<file path="config.mk">
export PLATFORM = sky130hd
export DESIGN_NAME = sar_adc_seq
export DESIGN_NICKNAME = d
export VERILOG_FILES = /design/src/rtl/sar_pkg.sv /design/src/rtl/sar_ctrl.sv /design/src/rtl/sar_datapath.sv /design/src/rtl/sar_adc_seq.sv
export SDC_FILE = /design/constraint.sdc
export NUM_CORES = 1
export LEC_CHECK = 0
export BUFFER_PORTS_ARGS = -buffer_cell sky130_fd_sc_hd__buf_2
export CORE_ASPECT_RATIO = 1.75
export CORE_MARGIN = 4
export CORE_UTILIZATION = 60
export CTS_BUF_LIST = sky130_fd_sc_hd__clkbuf_2 sky130_fd_sc_hd__clkbuf_4 sky130_fd_sc_hd__clkbuf_8
export DETAILED_ROUTE_END_ITERATION = 12
export GPL_ROUTABILITY_DRIVEN = 0
export PLACE_DENSITY_LB_ADDON = 0.08
export SYNTH_ARGS = -nofsm -noshare
export SYNTH_HDL_FRONTEND = slang
export SYNTH_SLANG_ARGS = --single-unit
</file>
<file path="constraint.sdc">
create_clock -name clk -period 2.4 [get_ports clk]
set_clock_uncertainty 0.05 [all_clocks]
set_input_delay 0 -clock clk [delete_from_list [all_inputs] [get_ports clk]]
set_output_delay 0 -clock clk [all_outputs]
set_load 0.03 [all_outputs]
</file>
<file path="src/rtl/sar_pkg.sv">
package sar_pkg;
  localparam int RES_BITS = 10;
  localparam int IDX_W = 4;

  typedef enum logic [1:0] {ST_IDLE, ST_CONV, ST_RECOVER} seqState_e;

  typedef struct packed {
    logic             divRun;
    logic             divRestart;
    logic             sarClear;
    logic             sarDecide;
    logic             loadResult;
    logic             trialOn;
    logic [IDX_W-1:0] bitIdx;
  } seqStrobe_t;
endpackage

</file>
<file path="src/rtl/sar_ctrl.sv">
module sar_ctrl
  import sar_pkg::*;
(
  input  logic       clk,
  input  logic       rstN,
  input  logic       busWe,
  input  logic [1:0] busAddr,
  input  logic [5:0] busWdata,
  input  logic       tadTick,
  output seqStrobe_t stb,
  output logic       abortHit,
  output logic       enable,
  output logic       goBit,
  output logic       fmtRight,
  output logic [1:0] divSel,
  output logic       doneFlag,
  output logic       sampleConn
);
  localparam logic [IDX_W-1:0] LAST_TAD = IDX_W'(RES_BITS + 1);
  localparam logic [IDX_W-1:0] FIRST_BIT_TAD = IDX_W'(2);
  localparam logic [IDX_W-1:0] RECOVER_LAST = IDX_W'(1);

  seqState_e        state;
  logic [IDX_W-1:0] tadIdx;
  logic             ctrlWr, wrEn, wrGo;
  logic             goStart, disableHit, convEnd, recEnd, bitPeriod;

  assign ctrlWr     = busWe && (busAddr == 2'd0);
  assign wrEn       = busWdata[0];
  assign wrGo       = busWdata[1];
  assign disableHit = ctrlWr && !wrEn;
  assign goStart    = ctrlWr && wrEn && wrGo && enable && (state == ST_IDLE);
  assign convEnd    = (state == ST_CONV) && tadTick && (tadIdx == LAST_TAD);
  assign abortHit   = ctrlWr && wrEn && !wrGo && (state == ST_CONV) && !convEnd;
  assign recEnd     = (state == ST_RECOVER) && tadTick && (tadIdx == RECOVER_LAST);
  assign bitPeriod  = (state == ST_CONV) && (tadIdx >= FIRST_BIT_TAD);

  always_comb begin
    stb            = '0;
    stb.divRun     = (state != ST_IDLE);
    stb.divRestart = goStart || abortHit;
    stb.sarClear   = goStart;
    stb.trialOn    = bitPeriod;
    stb.bitIdx     = bitPeriod ? IDX_W'(LAST_TAD - tadIdx) : '0;
    stb.sarDecide  = bitPeriod && tadTick;
    stb.loadResult = convEnd && !disableHit;
  end

  assign sampleConn = enable && (state == ST_IDLE);

  always_ff @(posedge clk or negedge rstN) begin
    if (!rstN) begin
      state  <= ST_IDLE;
      tadIdx <= '0;
    end else begin
      if (disableHit)          state <= ST_IDLE;
      else if (goStart)        state <= ST_CONV;
      else if (abortHit)       state <= ST_RECOVER;
      else if (stb.loadResult) state <= ST_IDLE;
      else if (recEnd)         state <= ST_IDLE;

      if (goStart || abortHit)        tadIdx <= '0;
      else if (stb.divRun && tadTick) tadIdx <= tadIdx + 1'b1;
    end
  end

  always_ff @(posedge clk or negedge rstN) begin
    if (!rstN) begin
      enable   <= 1'b0;
      goBit    <= 1'b0;
      fmtRight <= 1'b0;
      divSel   <= 2'd0;
      doneFlag <= 1'b0;
    end else begin
      if (ctrlWr) begin
        enable   <= wrEn;
        fmtRight <= busWdata[2];
        divSel   <= busWdata[4:3];
      end
      if (disableHit || abortHit || stb.loadResult) goBit <= 1'b0;
      else if (goStart)                             goBit <= 1'b1;

      if (stb.loadResult)              doneFlag <= 1'b1;
      else if (ctrlWr && !busWdata[5]) doneFlag <= 1'b0;
    end
  end
endmodule

</file>
<file path="src/rtl/sar_datapath.sv">
module sar_datapath
  import sar_pkg::*;
#(
  parameter int DIV_SHIFT_LO  = 1,
  parameter int DIV_SHIFT_MID = 3,
  parameter int DIV_SHIFT_HI  = 5
) (
  input  logic                clk,
  input  logic                rstN,
  input  seqStrobe_t          stb,
  input  logic [1:0]          divSel,
  input  logic                fmtRight,
  input  logic                cmpIn,
  input  logic                busWe,
  input  logic [1:0]          busAddr,
  input  logic [7:0]          busWdata,
  output logic                tadTick,
  output logic [RES_BITS-1:0] trialCode,
  output logic [7:0]          resHi,
  output logic [7:0]          resLo
);
  localparam int CNT_W = DIV_SHIFT_HI;
  localparam int PAD_W = 16 - RES_BITS;

  logic [CNT_W-1:0]    divCnt, divLast;
  logic [RES_BITS-1:0] sarReg, trialMask, finalCode;
  logic [15:0]         packed16;

  always_comb begin
    case (divSel)
      2'd0:    divLast = CNT_W'((32'd1 << DIV_SHIFT_LO) - 32'd1);
      2'd1:    divLast = CNT_W'((32'd1 << DIV_SHIFT_MID) - 32'd1);
      default: divLast = CNT_W'((32'd1 << DIV_SHIFT_HI) - 32'd1);
    endcase
  end

  assign tadTick = stb.divRun && (divCnt >= divLast);

  always_ff @(posedge clk or negedge rstN) begin
    if (!rstN)               divCnt <= '0;
    else if (stb.divRestart) divCnt <= '0;
    else if (!stb.divRun)    divCnt <= '0;
    else if (tadTick)        divCnt <= '0;
    else                     divCnt <= divCnt + 1'b1;
  end

  for (genvar g = 0; g < RES_BITS; g++) begin : g_mask
    assign trialMask[g] = stb.trialOn && (stb.bitIdx == IDX_W'(g));
  end

  assign trialCode = sarReg | trialMask;
  assign finalCode = sarReg | (cmpIn ? trialMask : '0);

  always_ff @(posedge clk or negedge rstN) begin
    if (!rstN)                      sarReg <= '0;
    else if (stb.sarClear)          sarReg <= '0;
    else if (stb.sarDecide && cmpIn) sarReg <= sarReg | trialMask;
  end

  assign packed16 = fmtRight ? {{PAD_W{1'b0}}, finalCode}
                             : {finalCode, {PAD_W{1'b0}}};

  always_ff @(posedge clk or negedge rstN) begin
    if (!rstN) begin
      resHi <= '0;
      resLo <= '0;
    end else if (stb.loadResult) begin
      resHi <= packed16[15:8];
      resLo <= packed16[7:0];
    end else if (busWe) begin
      if (busAddr == 2'd1) resHi <= busWdata;
      if (busAddr == 2'd2) resLo <= busWdata;
    end
  end
endmodule

</file>
<file path="src/rtl/sar_adc_seq.sv">
module sar_adc_seq
  import sar_pkg::*;
#(
  parameter int DIV_SHIFT_LO  = 1,
  parameter int DIV_SHIFT_MID = 3,
  parameter int DIV_SHIFT_HI  = 5
) (
  input  logic                clk,
  input  logic                rstN,
  input  logic                busWe,
  input  logic [1:0]          busAddr,
  input  logic [7:0]          busWdata,
  output logic [7:0]          busRdata,
  input  logic                cmpIn,
  output logic [RES_BITS-1:0] trialCode,
  output logic                sampleConn,
  output logic                irqOut
);
  seqStrobe_t stb;
  logic       tadTick, abortHit, enable, goBit, fmtRight, doneFlag;
  logic [1:0] divSel;
  logic [7:0] resHi, resLo;

  sar_ctrl u_ctrl (
    .clk(clk), .rstN(rstN), .busWe(busWe), .busAddr(busAddr),
    .busWdata(busWdata[5:0]), .tadTick(tadTick), .stb(stb),
    .abortHit(abortHit), .enable(enable), .goBit(goBit),
    .fmtRight(fmtRight), .divSel(divSel), .doneFlag(doneFlag),
    .sampleConn(sampleConn)
  );

  sar_datapath #(
    .DIV_SHIFT_LO(DIV_SHIFT_LO), .DIV_SHIFT_MID(DIV_SHIFT_MID),
    .DIV_SHIFT_HI(DIV_SHIFT_HI)
  ) u_dp (
    .clk(clk), .rstN(rstN), .stb(stb), .divSel(divSel),
    .fmtRight(fmtRight), .cmpIn(cmpIn), .busWe(busWe),
    .busAddr(busAddr), .busWdata(busWdata), .tadTick(tadTick),
    .trialCode(trialCode), .resHi(resHi), .resLo(resLo)
  );

  always_comb begin
    case (busAddr)
      2'd0:    busRdata = {2'b00, doneFlag, divSel, fmtRight, goBit, enable};
      2'd1:    busRdata = resHi;
      2'd2:    busRdata = resLo;
      default: busRdata = 8'h00;
    endcase
  end

  assign irqOut = doneFlag;
endmodule

</file>
==> summary.md, run 1 <==
| Metric | Value |
|---|---|
| Clock root cell | clkbuf_8 |
| Critical path launch point | u_ctrl.divSel[1]$_DFFE_PN0P_ |
| Syn Inst Count | 286 |
| Largest family of logic cells by synthesized area | compound AO/OA/AOI/OAI gates |
| Worst Path Required | 2.50 ns |
| Net switching power | 0.000891 W |
| HP Start | busWdata[1] |
| Drt total wl | 6830 um |
| TritonRoute pass-1 iters | 4 |
| Mux cell area share after synthesis | 7.69% |
| GR Overflow Total | 0 |
| Synth unique cells | 57 |
| Non-filler cells, final | 377 |
| Fillers | 369 |
| Capturing point of the worst reg2reg path | u_dp.resLo[4]$_DFFE_PN0P_ |
| Worst skew pair latency | 0.30 ns |
| Post-synthesis compound-gate area fraction | 23.1% |
| Worst Path Buf+Inv | 0 |
| WL/cell | 18.1 um |
| Residual DRC | 0 |
| Slack of the critical path | 0.198 ns |
| Final hold vios | 0 |
| Critical Path Sink | u_dp.resLo[4]$_DFFE_PN0P_ |
| Worst-path clk slew | 0.08 ns |
| Stages on worst setup path | 6 |
| Simple-gate share of the synthesized area | 18.3% |
| Layout area overhead | 13.3% |
| CTS tree | built |
| Layout cells sized above 1 | 20.6% |
| Leak | 1.48 nW |
| Worst Hold Class | in2reg |
| Crit path top cell by count | nor2_1 |
| Status | finished, final reports clean |
| Setup Total Neg Slack | 0 ns |
| Post-Synth Adder-Cell Area | 4.57% |
| Rel. slew slack | 36.4% |
| R2R depth | 6 |
| Post-Route Hold Slack | 0.0468 ns |
| Comb power frac | 36.3% |
| Mapped Area | 0.00274 mm^2 |
| Yosys Warn Count | 0 |
| Worst Setup End Kind | flop |
| Clock group share of total power | 21.0% |
| Crit start category | flop |
| Post-synth EDFFs | 0 |
| DP HPWL | 4920 um |
| Worst slack, placed | 0.142 ns |
| Reg2Reg Setup Slack | 0.20 ns |
| Mean Syn Cell Area | 9.56 um^2 |
| Vias/cell | 6.32 |
| Max VDD drop | 0.662 mV |
| First-pass GRT wire length | 11600 um |
| Die area | 0.00575 mm^2 |
| Reg-to-Reg Start | u_ctrl.divSel[1]$_DFFE_PN0P_ |
| CP arrival | 2.30 ns |
| Async set-reset flop share out of synthesis | 100% |
| Placed cells | 358 |
| Switching Share | 40.0% |
| Final period util | 91.7% |
| Top cell type's share of synthesized area | 39.3% |
| Synth area leaders | dfrtp_1, mux2i_1, ha_1 |
| Via Count | 2383 |
| Seq/Total Area, Yosys | 39.3% |
| Core area | 0.00440 mm^2 |
| CP max stage delay | 0.58 ns |
| Die width | 59.0 um |
| Final worst path period need | 2.20 ns |
| Largest net degree at the start of global routing | 44 |
| I/O Buffers | 33 |
| Max-Cap Viols | 0 |
| Fin util | 70.4% |
| Die height | 97.3 um |
| Post-Synth XOR/XNOR Area | 0.961% |
| Synth area leader | dfrtp_1 |
| Cell Chain, Critical Path | nor2_1 > ha_1 > o211ai_1 > o21a_2 > nor2_1 > o21ai_0 |
| Final net count | 349 |
| Clock Path Buffers | 2 |
| Cell Rows | 32 |
| Max Clock Freq | 454 MHz |
| Slowest cell on the critical path | nor2_1 |
| Share of power burned in registers | 42.8% |
| Slew Viols, Final | 0 |
| ANT cells | 0 |
| Crit Path Max Fanout | 13 |
| Antenna violations before repair | 0 |
| RSZ-0062 raised after global routing | no |
| Delay-heaviest family, CP | simple AND/OR/NAND/NOR gates |
| Starting Density | 62.1% |
| Power Dens Cells | 720 mW/mm^2 |
| Kind of critical path | reg2reg |
| Dominant synthesized flop cell | dfrtp_1 |
| CTS H-Tree Depth | 2 |
| Syn nets | 310 |
| Num CTS Buffers | 5 |
| Ports | 34 |
| Internal Power | 0.00134 W |
| Global Route Usage Sum | 25.7% |
| Seq cells post-synth | 43 |
| Antenna Nets Post-Route | 0 |
| Initial drt markers | 140 |
| Number of global-route vias before repair | 2381 |
| Clk sinks | 43 |
| Final setup fails | 0 |
| Slew @ Worst Pin | 0.954 ns |
## layer usage
metal / vias up / GRT usage (%) / share of wire, %
met3: 15 / 3.32 / 3.4
met5: - / 0 / 0
met1: 1172 / 34.3 / 42
met4: 0 / 8.03 / 2.1
met2: 56 / 42.2 / 52
li1: 1140 / - / -
## registers in the layout, summed over array words and instances, names as in the netlist
register / count
u_dp.divCnt: 5
u_ctrl.goBit: 1
u_dp.resHi: 8
u_ctrl.doneFlag: 1
u_ctrl.divSel: 2
u_dp.resLo: 8
u_ctrl.tadIdx: 4
u_ctrl.state: 2
u_ctrl.enable: 1
u_dp.sarReg: 10
u_ctrl.fmtRight: 1
## worst min-delay path by stage
stage / end / slack (ns) / cells after the start
finish: u_dp.resLo[1]$_DFFE_PN0P_ / 0.05 / 3
global route: u_dp.resLo[1]$_DFFE_PN0P_ / 0.06 / 3
CTS: u_dp.resLo[1]$_DFFE_PN0P_ / 0.04 / 3
detailed placement: u_dp.divCnt[3]$_DFF_PN0_ / 0.15 / 1
global placement: u_dp.divCnt[3]$_DFF_PN0_ / 0.15 / 1
floorplan: u_ctrl.divSel[0]$_DFFE_PN0P_ / -0.35 / 0
## metrics by stage
stage	cell area [um^2]	total power, W
after floorplan	2740	0.00153
after global placement	2910	0.00174
after detailed placement	2910	0.00176
after CTS	3080	0.00223
after global routing	3100	0.00238
final	3100	0.00223
## cell type report
class                           instances  area, um^2  area share (%)
Sequential cell                        43        1080            34.7
Inverter                               12        45.0            1.45
Clock buffer                            6        76.3            2.46
Tap cell                               51        63.8            2.06
Timing Repair Buffer                   52         328            10.6
Clock inverter                          2        12.5           0.404
Multi-Input combinational cell        211        1500            48.3
## cells by family (layout without fill, tap and decap cells)
family / Yosys count / count (layout)
simple gates: 91 / 91
buf+inv: 32 / 72
mux: 21 / 21
compound gates: 86 / 86
xor+xnor: 3 / 3
flops: 43 / 43
fa+ha+maj: 10 / 10
## cell usage after synthesis, types with 3 or more instances
cell and instances:
a211oi_1 3, a21oi_1 5, a22o_1 6, a31oi_1 5
and2b_1 3, buf_2 7, buf_4 4, buf_6 3
clkbuf_1 6, dfrtp_1 43, ha_1 10, inv_1 12
mux2i_1 21, nand2_1 26, nand3_1 11, nand4b_1 3
nor2_1 17, nor3_1 4, nor4_1 5, o2111ai_1 7
o211ai_1 6, o21ai_0 24, o21bai_1 6, o22ai_1 4
or3_1 3
## power groups by stage
stage / registers [W] / clock network (W) / logic [W]
global route: 0.000974 / 0.000506 / 0.000901
floorplan: 0.000925 / 0 / 0.000610
detailed placement: 0.000965 / 0 / 0.000793
CTS: 0.000951 / 0.000473 / 0.000806
global placement: 0.000959 / 0 / 0.000780
finish: 0.000955 / 0.000467 / 0.000809
## worst min-delay path: cells and delay by family
| kind | cells | cell delay, ns |
|---|---|---|
| muxes | 1 | 0.12 |
| buffers and inverters | 1 | 0.15 |
| AOI/OAI and AO/OA | 1 | 0.08 |
## timing repair
| item | 4_1_cts | 5_1_grt |
|---|---|---|
| endpoints found under the hold margin | 58 | 0 |
| resized for setup | 0 | 1 |
| setup buffers | 0 | 3 |
| hold buffers | 8 | 0 |
| endpoints found under the setup margin | 0 | 8 |
## placed cells by master (no fill, tap or decap), drive strengths merged, types with 3 or more instances in the layout
cell type     n
and2b         3
or3           3
o41ai         4
o211ai        6
dfrtp        43
nor4          5
o21bai        6
o22ai         4
buf          44
or3b          3
a211oi        5
inv          12
a31oi         5
dlygate4sd3   8
o21ai        26
nand3        11
a22o          6
o2111ai       7
nor3          4
a21oi         5
nand4b        3
ha           10
clkbuf        6
nor2         17
nand2        28
mux2i        21
(Power assumes the default switching activity.)
==> run 2, diff against run 1 <==
--- a/config.mk
+++ b/config.mk
@@ -8,8 +8,7 @@
 export BUFFER_PORTS_ARGS = -buffer_cell sky130_fd_sc_hd__buf_2
 export CORE_ASPECT_RATIO = 1.75
 export CORE_MARGIN = 4
-export CORE_UTILIZATION = 60
-export CTS_BUF_LIST = sky130_fd_sc_hd__clkbuf_2 sky130_fd_sc_hd__clkbuf_4 sky130_fd_sc_hd__clkbuf_8
+export CORE_UTILIZATION = 58
 export DETAILED_ROUTE_END_ITERATION = 12
 export GPL_ROUTABILITY_DRIVEN = 0
 export PLACE_DENSITY_LB_ADDON = 0.08
==> summary.md, run 2 (same netlist as run 1, synthesis figures left out) <==
| Metric | Value |
|---|---|
| Die width | 59.9 um (+1.5%) |
| Met1 usage | 31.8% (-2.6 points) |
| Global Route Usage Sum | 25.0% (-0.64 points) |
| Cell Chain, Critical Path | nor2_1 > ha_1 > o211ai_1 > o21a_1 > buf_4 > nor2_1 > a2111oi_0 |
| Non-filler cells, final | 373 (-1.1%) |
| Initial drt markers | 177 (+26%) |
| Max reg flops | 10 (unchanged) |
| RSZ-0062 raised after global routing | no |
| Biggest register | u_dp.sarReg |
| Placed cells | 358 (unchanged) |
| Starting Density | 61.0% (-1.1 points) |
| Die height | 98.8 um (+1.6%) |
| Final hold vios | 0 (unchanged) |
| Slew @ Worst Pin | 0.950 ns (-0.00469 ns) |
| GR peak layer | met2 |
| Post-Route Hold Slack | 0.0354 ns (-0.0114 ns) |
| Worst Hold Class | in2reg |
| WL/cell | 18.2 um (+0.64%) |
| Worst Path Buf+Inv | 1 (+1) |
| Most frequent cells in the layout | dfrtp_1, buf_2, nand2_1 |
| Via Count | 2372 (-0.46%) |
| Final period util | 92.2% (+0.44 points) |
| Antenna Nets Post-Route | 0 (unchanged) |
| Leak | 1.47 nW (-0.69%) |
| Number of global-route vias before repair | 2399 (+0.76%) |
| CP max stage delay | 0.39 ns (-0.19 ns) |
| Largest net degree at the start of global routing | 44 (unchanged) |
| Fillers | 387 (+4.9%) |
| Rel. slew slack | 36.7% (+0.31 points) |
| Slew Viols, Final | 0 (unchanged) |
| Most common cell after layout, fill and taps aside | dfrtp_1 |
| Num CTS Buffers | 5 (unchanged) |
| R2R depth | 7 (+1) |
| Capturing point of the worst reg2reg path | u_ctrl.tadIdx[1]$_DFFE_PN0P_ |
| Clock root cell | clkbuf_8 |
| CTS H-Tree Depth | 2 (unchanged) |
| Worst skew pair latency | 0.29 ns (about the same) |
| Power Dens Cells | 747 mW/mm^2 (+3.7%) |
| Layout cells sized above 1 | 19.3% (-1.3 points) |
| Max Clock Freq | 452 MHz (-0.48%) |
| Drt total wl | 6800 um (-0.42%) |
| Hold Path Depth | 3 (unchanged) |
| Residual DRC | 0 (unchanged) |
| Layout area overhead | 13.0% |
| Delay-heaviest family, CP | compound AO/OA/AOI/OAI gates |
| Crit path top cell by count | nor2_1 |
| Cell Rows | 32 (unchanged) |
| Global Route met2 Usage | 41.1% (-1.1 points) |
| Ports | 34 (unchanged) |
| Final setup fails | 0 (unchanged) |
| HP Start | busWdata[1] |
| I/O Buffers | 33 (unchanged) |
| Antenna violations before repair | 0 (unchanged) |
| Final worst path period need | 2.21 ns (+0.0106 ns) |
| Setup Total Neg Slack | 0 ns (unchanged) |
| Worst Path Required | 2.51 ns (about the same) |
| Hold EP | u_dp.resLo[1]$_DFFE_PN0P_ |
| CP arrival | 2.33 ns (+0.03 ns) |
| Crit Path Max Fanout | 7 (-6) |
| Reg2Reg Setup Slack | 0.19 ns (about the same) |
| Reg-to-Reg Start | u_ctrl.divSel[1]$_DFFE_PN0P_ |
| Status | finished, final reports clean |
| Vias/cell | 6.36 (+0.61%) |
| Slowest cell on the critical path | dfrtp_1 |
| ANT cells | 0 (unchanged) |
| Kind of critical path | reg2reg |
| Worst-path clk slew | 0.08 ns (about the same) |
| Clk sinks | 43 (unchanged) |
| Crit start category | flop |
| First-pass GRT wire length | 11600 um (-0.53%) |
| Met3 Usage GRT | 3.54% (+0.21 points) |
| Max VDD drop | 0.777 mV (+17%) |
| GR Overflow Total | 0 (unchanged) |
| Core area | 0.00448 mm^2 (+1.8%) |
| DP HPWL | 4920 um (about the same) |
| CTS tree | built |
| Die area | 0.00592 mm^2 (+3.1%) |
| Max-Cap Viols | 0 (unchanged) |
| TritonRoute pass-1 iters | 5 (+1) |
| Top flop regs | u_dp.sarReg (10), u_dp.resHi (8), u_dp.resLo (8) |
| Final net count | 346 (-0.86%) |
| Worst Setup End Kind | flop |
| Clock Path Buffers | 2 (unchanged) |
==> run 2: cell count changes in the layout (fill, tap and decap cells not counted) <==
cell / previous run / this run
buf_4: 11 / 8
nor2_2: 0 / 1
clkbuf_1: 0 / 1
nor2_1: 17 / 16
clkinv_2: 1 / 0
clkinvlp_4: 1 / 0
o21a_1: 1 / 2
clkbuf_4: 1 / 0
bufinv_16: 0 / 1
o21a_2: 1 / 0
==> run 2: worst max path at each step <==
stage	from	end	slack [ns]	cells past startpoint
3_5_place_dp	u_ctrl.divSel[1]$_DFFE_PN0P_	u_dp.resHi[6]$_DFFE_PN0P_	0.14	6
3_3_place_gp	u_ctrl.divSel[1]$_DFFE_PN0P_	u_dp.resLo[5]$_DFFE_PN0P_	0.25	6
4_1_cts	u_ctrl.divSel[1]$_DFFE_PN0P_	u_dp.resHi[6]$_DFFE_PN0P_	0.13	6
6_report	u_ctrl.divSel[1]$_DFFE_PN0P_	u_ctrl.tadIdx[1]$_DFFE_PN0P_	0.19	7
5_1_grt	u_ctrl.divSel[1]$_DFFE_PN0P_	u_ctrl.tadIdx[1]$_DFFE_PN0P_	0.06	7
2_1_floorplan	u_ctrl.divSel[1]$_DFFE_PN0P_	u_ctrl.tadIdx[1]$_DFFE_PN0P_	0.46	6
==> run 2: through the flow <==
step	area, um^2	setup WS [ns]	total power, W	util (%)
floorplan	2740	0.459	0.00153	-
global placement	2910	0.247	0.00174	64.8
detailed placement	2910	0.136	0.00176	64.8
CTS	3090	0.127	0.00232	68.9
global route	3090	0.0568	0.00245	68.9
finish	3090	0.188	0.00231	68.9
==> run 2: worst reg2reg max path: stages (launching register included) <==
cell and delay (ns):
dfrtp_1 0.39, nor2_1 0.18, ha_1 0.26, o211ai_1 0.25, o21a_1 0.35, buf_4 0.20
nor2_1 0.04, a2111oi_0 0.37
==> run 2: per-layer routing <==
layer | vias up | wire, um
met4 | 0 | 260
met3 | 19 | 316
met2 | 74 | 3500
met5 | - | 0
met1 | 1144 | 2720
li1 | 1135 | -
==> run 2: repair_timing <==
action                                  4_1_cts  5_1_grt
endpoints found under the setup margin        0        2
endpoints found under the hold margin        60        0
hold buffers                                  8        0
buffers inserted                              0        0
resized for setup                             0        1
==> run 2: area by class of cell <==
class | instances | area, um^2 | area share, %
tap | 51 | 63.8 | 2.06
clock buffer | 6 | 72.6 | 2.35
sequential | 43 | 1080 | 34.8
timing repair buffer | 49 | 305 | 9.87
inverter | 12 | 45.0 | 1.46
multi-input combinational | 211 | 1500 | 48.5
clock inverter | 1 | 30.0 | 0.971
==> run 2: where the power goes <==
| part | switching, W | internal, W | leakage [nW] | total (W) |
|---|---|---|---|---|
| combinational | 0.000530 | 0.000284 | 0.873 | 0.000814 |
| sequential | 0.000109 | 0.000840 | 0.543 | 0.000949 |
| clock | 0.000239 | 0.000305 | 0.0513 | 0.000544 |
| total | 0.000879 | 0.00143 | 1.47 | 0.00231 |
